File: config.mk
export PLATFORM = sky130hd
export DESIGN_NAME = dram_ctrl
export DESIGN_NICKNAME = d
export VERILOG_FILES = /design/src/rtl/dram_pkg.sv /design/src/rtl/dram_refresh_tmr.sv /design/src/rtl/dram_addr_mux.sv /design/src/rtl/dram_seq.sv /design/src/rtl/dram_ctrl.sv
export SDC_FILE = /design/constraint.sdc
export NUM_CORES = 1
export LEC_CHECK = 0
export BUFFER_PORTS_ARGS = -buffer_cell sky130_fd_sc_hd__buf_2
export CAP_MARGIN = 40
export CORE_MARGIN = 8
export CORE_UTILIZATION = 56
export DETAILED_ROUTE_END_ITERATION = 10
export GPL_TIMING_DRIVEN = 0
export PLACE_DENSITY_LB_ADDON = 0.2
export SKIP_CTS_REPAIR_TIMING = 1
export SYNTH_ARGS = -nofsm -noshare
export SYNTH_HDL_FRONTEND = slang
export SYNTH_SLANG_ARGS = --single-unit
File: constraint.sdc
create_clock -name clk_i -period 4.6 [get_ports clk_i]
set_input_delay 0.23 -clock clk_i [delete_from_list [all_inputs] [get_ports clk_i]]
set_output_delay 0.23 -clock clk_i [all_outputs]
set_load 0.01 [all_outputs]
File: src/rtl/dram_pkg.sv
package dram_pkg;
  typedef enum logic [2:0] {
    ST_IDLE, ST_RSET, ST_RAS, ST_CSET, ST_CAS
  } seq_st_e;

  typedef enum logic [1:0] {
    SEL_ROW, SEL_COL, SEL_REF
  } asel_e;

  localparam int unsigned REF_GUARD = 64;
endpackage

File: src/rtl/dram_refresh_tmr.sv
module dram_refresh_tmr #(
  parameter int unsigned REF_INT = 31,
  parameter int unsigned ROW_W   = 8
) (
  input  logic             clk_i,
  input  logic             rst_ni,
  input  logic             take_i,
  output logic             pend_o,
  output logic [ROW_W-1:0] row_o
);
  localparam int unsigned TW = (REF_INT > 1) ? $clog2(REF_INT) : 1;

  logic [TW-1:0] tick_q;
  logic          expire;

  assign expire = (tick_q == TW'(REF_INT - 1));

  always_ff @(posedge clk_i or negedge rst_ni) begin
    if (!rst_ni) begin
      tick_q <= '0;
      pend_o <= 1'b0;
      row_o  <= '0;
    end else begin
      tick_q <= expire ? '0 : tick_q + 1'b1;
      pend_o <= expire | (pend_o & ~take_i);
      if (take_i) row_o <= row_o + 1'b1;
    end
  end
endmodule

File: src/rtl/dram_addr_mux.sv
module dram_addr_mux
  import dram_pkg::*;
#(
  parameter int unsigned AW = 16
) (
  input  asel_e             sel_i,
  input  logic [AW-1:0]     acc_addr_i,
  input  logic [AW/2-1:0]   ref_row_i,
  output logic [AW/2-1:0]   pin_o
);
  localparam int unsigned HW = AW / 2;

  always_comb begin
    unique case (sel_i)
      SEL_COL: pin_o = acc_addr_i[HW-1:0];
      SEL_REF: pin_o = ref_row_i;
      default: pin_o = acc_addr_i[AW-1:HW];
    endcase
  end
endmodule

File: src/rtl/dram_seq.sv
module dram_seq
  import dram_pkg::*;
#(
  parameter int unsigned AW    = 16,
  parameter int unsigned DW    = 16,
  parameter int unsigned T_RP  = 3,
  parameter int unsigned T_RCD = 2,
  parameter int unsigned T_CAS = 2,
  parameter int unsigned T_RFW = 3
) (
  input  logic            clk_i,
  input  logic            rst_ni,
  input  logic            req_i,
  input  logic            we_i,
  input  logic [AW-1:0]   addr_i,
  input  logic [DW-1:0]   wdata_i,
  output logic            ack_o,
  output logic [DW-1:0]   rdata_o,
  input  logic            ref_pend_i,
  output logic            ref_take_o,
  output logic            acc_start_o,
  output logic            ref_act_o,
  output asel_e           sel_o,
  output logic [AW-1:0]   acc_addr_o,
  input  logic [AW/2-1:0] mux_i,
  output logic [AW/2-1:0] dram_addr_o,
  output logic            ras_n_o,
  output logic            cas_n_o,
  output logic            we_n_o,
  output logic [DW-1:0]   dq_o,
  output logic            dq_oe_o,
  input  logic [DW-1:0]   dram_dq_i
);
  localparam int unsigned TMAX = (T_RCD > T_CAS) ? ((T_RCD > T_RFW) ? T_RCD : T_RFW)
                                                 : ((T_CAS > T_RFW) ? T_CAS : T_RFW);
  localparam int unsigned CW = $clog2(TMAX + 1);
  localparam int unsigned PW = $clog2(T_RP + 1);

  seq_st_e       st_q;
  logic [CW-1:0] cnt_q;
  logic [PW-1:0] pre_q;
  logic          is_ref_q, is_we_q;
  logic [AW-1:0] addr_q;
  logic          pre_ok;

  assign pre_ok      = (pre_q >= PW'(T_RP));
  assign ref_take_o  = (st_q == ST_IDLE) && pre_ok && ref_pend_i;
  assign acc_start_o = (st_q == ST_IDLE) && pre_ok && !ref_pend_i && req_i;
  assign ref_act_o   = is_ref_q && (st_q != ST_IDLE);
  assign acc_addr_o  = (st_q == ST_IDLE) ? addr_i : addr_q;

  always_comb begin
    sel_o = SEL_ROW;
    if (st_q == ST_IDLE && ref_pend_i) sel_o = SEL_REF;
    else if (st_q == ST_RAS)           sel_o = SEL_COL;
  end

  always_ff @(posedge clk_i or negedge rst_ni) begin
    if (!rst_ni) begin
      st_q        <= ST_IDLE;
      cnt_q       <= '0;
      pre_q       <= PW'(T_RP);
      is_ref_q    <= 1'b0;
      is_we_q     <= 1'b0;
      addr_q      <= '0;
      dq_o        <= '0;
      dram_addr_o <= '0;
      ras_n_o     <= 1'b1;
      cas_n_o     <= 1'b1;
      we_n_o      <= 1'b1;
      dq_oe_o     <= 1'b0;
      ack_o       <= 1'b0;
      rdata_o     <= '0;
    end else begin
      ack_o <= 1'b0;
      if (ras_n_o && !pre_ok) pre_q <= pre_q + 1'b1;
      unique case (st_q)
        ST_IDLE: begin
          if (ref_take_o || acc_start_o) begin
            st_q        <= ST_RSET;
            dram_addr_o <= mux_i;
            is_ref_q    <= ref_take_o;
            is_we_q     <= we_i;
            addr_q      <= addr_i;
            dq_o        <= wdata_i;
          end
        end
        ST_RSET: begin
          ras_n_o <= 1'b0;
          cnt_q   <= is_ref_q ? CW'(T_RFW - 1) : CW'(T_RCD - 1);
          st_q    <= ST_RAS;
        end
        ST_RAS: begin
          if (cnt_q != '0) begin
            cnt_q <= cnt_q - 1'b1;
          end else if (is_ref_q) begin
            ras_n_o <= 1'b1;
            pre_q   <= '0;
            st_q    <= ST_IDLE;
          end else begin
            dram_addr_o <= mux_i;
            we_n_o      <= ~is_we_q;
            dq_oe_o     <= is_we_q;
            st_q        <= ST_CSET;
          end
        end
        ST_CSET: begin
          cas_n_o <= 1'b0;
          cnt_q   <= CW'(T_CAS - 1);
          st_q    <= ST_CAS;
        end
        ST_CAS: begin
          if (cnt_q != '0) begin
            cnt_q <= cnt_q - 1'b1;
          end else begin
            if (!is_we_q) rdata_o <= dram_dq_i;
            ras_n_o <= 1'b1;
            cas_n_o <= 1'b1;
            we_n_o  <= 1'b1;
            dq_oe_o <= 1'b0;
            pre_q   <= '0;
            ack_o   <= 1'b1;
            st_q    <= ST_IDLE;
          end
        end
        default: st_q <= ST_IDLE;
      endcase
    end
  end
endmodule

File: src/rtl/dram_ctrl.sv
module dram_ctrl
  import dram_pkg::*;
#(
  parameter int unsigned AW      = 16,
  parameter int unsigned DW      = 16,
  parameter int unsigned RET_MS  = 4,
  parameter int unsigned CLK_KHZ = 50000,
  parameter int unsigned T_RP    = 3,
  parameter int unsigned T_RCD   = 2,
  parameter int unsigned T_CAS   = 2,
  parameter int unsigned T_RFW   = 3
) (
  input  logic            clk_i,
  input  logic            rst_ni,
  input  logic            req_i,
  input  logic            we_i,
  input  logic [AW-1:0]   addr_i,
  input  logic [DW-1:0]   wdata_i,
  output logic            ack_o,
  output logic [DW-1:0]   rdata_o,
  output logic [AW/2-1:0] dram_addr_o,
  output logic            ras_n_o,
  output logic            cas_n_o,
  output logic            we_n_o,
  output logic [DW-1:0]   dq_o,
  output logic            dq_oe_o,
  input  logic [DW-1:0]   dram_dq_i
);
  localparam int unsigned ROW_W   = AW / 2;
  localparam int unsigned ROWS    = 1 << ROW_W;
  localparam int unsigned RET_CYC = RET_MS * CLK_KHZ;
  localparam int unsigned REF_INT = (RET_CYC - REF_GUARD) / ROWS;

  logic             ref_pend, ref_take, acc_start, ref_act;
  logic [ROW_W-1:0] ref_row, mux_pin;
  logic [AW-1:0]    acc_addr;
  asel_e            sel;

  dram_refresh_tmr #(.REF_INT(REF_INT), .ROW_W(ROW_W)) u_tmr (
    .clk_i(clk_i), .rst_ni(rst_ni), .take_i(ref_take),
    .pend_o(ref_pend), .row_o(ref_row)
  );

  dram_addr_mux #(.AW(AW)) u_mux (
    .sel_i(sel), .acc_addr_i(acc_addr), .ref_row_i(ref_row), .pin_o(mux_pin)
  );

  dram_seq #(
    .AW(AW), .DW(DW), .T_RP(T_RP), .T_RCD(T_RCD), .T_CAS(T_CAS), .T_RFW(T_RFW)
  ) u_seq (
    .clk_i(clk_i), .rst_ni(rst_ni),
    .req_i(req_i), .we_i(we_i), .addr_i(addr_i), .wdata_i(wdata_i),
    .ack_o(ack_o), .rdata_o(rdata_o),
    .ref_pend_i(ref_pend), .ref_take_o(ref_take),
    .acc_start_o(acc_start), .ref_act_o(ref_act),
    .sel_o(sel), .acc_addr_o(acc_addr), .mux_i(mux_pin),
    .dram_addr_o(dram_addr_o), .ras_n_o(ras_n_o), .cas_n_o(cas_n_o),
    .we_n_o(we_n_o), .dq_o(dq_o), .dq_oe_o(dq_oe_o), .dram_dq_i(dram_dq_i)
  );
endmodule

==> flow_metrics.tcl <==
set metrics [dict create \
    status "completed" \
    period_share_pct 47.7 \
    hold_viol_final 0 \
    ys_types 37 \
    clk_path_buf_depth 2 \
    yosys.area.top_type_share_pct 53.2 \
    grt_pass1_wl_um 12800 \
    fin_crit_ns 2.20 \
    gr-total-overflow 0 \
    h-tree-depth 3 \
    seq_power_share_pct 55.2 \
    synth.area.top_cells "dfrtp_1 (53%), mux2_2 (15%), dfstp_2 (3.7%), xnor2_1 (3.2%), mux2i_1 (2.8%)" \
    die_area_sq_um 9200 \
    fillers 487 \
    end_kind "flop" \
    rows 29 \
    synth_most_common_cell "dfrtp_1" \
    switching_share_pct 23.1 \
    cts_sinks 81 \
    synth_seq_cells 81 \
    core-area_sq_um 6280 \
    path_delay_family "buffers and inverters" \
    setup_violations 0 \
    skew_ns 0.0100 \
    slew-limit-headroom_pct 68.5 \
    startpoint_type "flop" \
    cp_max_fo 10 \
    postSynthCellCount 289 \
    p_comb_share_pct 4.9 \
    maxCapViolCount 0 \
    num_antenna_cells 0 \
    cts_buffers 9 \
    ant_nets 0 \
    fmax_mhz 455 \
    grt_use_total_pct 17.8 \
    routed_wl_um 7640 \
    die_w_um 95.9 \
    postPlaceCellArea_sq_um 4180 \
    tns_ns 0 \
    slowest_stage "dfrtp_1" \
    synthFlopType "dfrtp_1" \
    leakagePower_nw 2.24 \
    drive_above_1_share_pct 44.7 \
    path_clk_slew_ns 0.09 \
    setup_slack_ns 2.40 \
    detailed_place_hpwl_um 5880 \
    synthArstFlopShare_pct 100 \
    cts-root-buf "clkbuf_8" \
    synth_edf_count 0 \
    path_buf_inv 4 \
    required_ns 4.84 \
    max_stage_delay_ns 0.42 \
    tightest_slew_ns 0.473 \
    port_buffers 96 \
    ir_drop_mv 0.260 \
    clk_latency_ns 0.35 \
    utilization_pct 70.0 \
    syn_to_final_growth_pct 22.9 \
    power.share.clock_pct 39.9 \
    grt_max_degree 50 \
    min_path_type "in2reg" \
    total_power_w 0.00132 \
    start_util_pct 57.0 \
    rsz0062_at_grt "false" \
    cp.arrival_ns 2.43 \
    route.detailed.drc 0 \
    yosysTopAreaCell "dfrtp_1" \
    vias_per_cell 5.28 \
    p_per_area_nw_per_um2 300 \
    syn-num-nets 346 \
    syn_area_per_cell_sq_um 12.4 \
    finalMaxSlewViolations 0 \
    p_sw_w 0.000305 \
    dr.pass1.iters 4 \
    post-route-cell-area_sq_um 4390 \
    p_int_w 0.00101 \
    crit_type "reg2reg" \
    crit_chain "inv_1, ha_1, buf_2, nand2b_1, clkbuf_1, nor3_4, buf_4, mux2_2" \
    vias 2535 \
    grt_pass1_vias 2791 \
    layout.nets 455 \
    cts_tree "built" \
    routedWlPerCell_um 15.9 \
    yosysSeqAreaShare_pct 56.9 \
    die-height_um 95.9 \
    syn-cell-area_sq_um 3580 \
    place_ws_ns 2.41 \
    drt-initial-drc-count 132 \
    gp_congestion 0.835 \
    ys_warn_count 0 \
    pin_count 97 \
    synthTopCellsByCount "dfrtp_1 (76), mux2_2 (49), nand2_1 (20)" \
    antenna_found_initial 0 \
]
## routing by layer
metal / up-vias / global-route usage (%) / wire (um)
met3: 7 / 9.67 / 741
met5: - / 0 / 0
met4: 0 / 4.61 / 61
met1: 1246 / 20.6 / 3130
li1: 1216 / - / -
met2: 66 / 28.3 / 3710
## power groups by stage
stage          Clock, W  Combinational [W]  Sequential [W]
3_5_place_dp          0          0.0000660        0.000742
5_1_grt        0.000565          0.0000726        0.000730
2_1_floorplan         0          0.0000133        0.000746
4_1_cts        0.000541          0.0000660        0.000728
6_report       0.000527          0.0000648        0.000728
3_3_place_gp          0          0.0000602        0.000742
## placed cells by master, fill, tap and decap left out, types with 6 or more instances in the layout
cell type  count
o21ai_0       18
inv_1         11
nand2_1       20
nand3_1        7
nor2_1        16
buf_2         98
clkbuf_8       9
clkbuf_1       6
mux2i_1       10
dfrtp_1       76
a21oi_1        6
mux2_2        49
xnor2_1       13
## metrics by stage
step | hold WS [ns] | instances
4_1_cts | -0.182 | 479
3_3_place_gp | 0.461 | 462
2_1_floorplan | -0.0656 | 289
5_1_grt | 0.0836 | 480
6_report | 0.105 | 480
3_5_place_dp | 0.207 | 463
## cell type report
cell class | count | area [sq um] | area share, %
multi-input cells | 184 | 1420 | 32.3
inverters | 11 | 41.3 | 0.940
well taps | 77 | 96.3 | 2.19
flip-flops and latches | 81 | 2030 | 46.3
clock inverters | 6 | 73.8 | 1.68
plain buffers | 13 | 82.6 | 1.88
clock buffers | 10 | 128 | 2.90
repair buffers | 98 | 520 | 11.8
## cells by family (layout without fill, tap and decap cells)
family                   after synthesis  in the layout  synth area share, %
AND/OR/NAND/NOR                       70             70                 10.3
adder cells (fa/ha/maj)                5              5                 1.75
flip-flops                            81             81                 56.9
XOR/XNOR                              16             16                 3.92
buffers and inverters                 24            138                 3.46
AO/OA/AOI/OAI                         34             34                 5.49
multiplexers                          59             59                 18.2
## state kept, by name, summed over array words and instances (netlist names), 2 cells and up
signal and count:
u_seq.dq_o 16, u_seq.rdata_o 16, u_tmr.tick_q 10, u_seq.addr_q 8, u_seq.dram_addr_o 8, u_tmr.row_o 8
u_seq.st_q 3, u_seq.cnt_q 2, u_seq.pre_q 2
## worst paths after layout
path                                startpoint  cells past startpoint                to  slack [ns]
min in group asynchronous               rst_ni                      2     u_seq.dq_o[4]        0.38
max in group asynchronous               rst_ni                      3    u_seq.pre_q[0]        3.57
worst max-delay path            u_seq.cnt_q[0]                      8  u_seq.rdata_o[7]        2.40
worst max register to register  u_seq.cnt_q[0]                      8  u_seq.rdata_o[7]        2.40
worst min-delay path              dram_dq_i[8]                      2  u_seq.rdata_o[8]        0.11
worst min register to register  u_tmr.row_o[7]                      1    u_tmr.row_o[7]        0.48
Power figures use the tool's default switching activity.
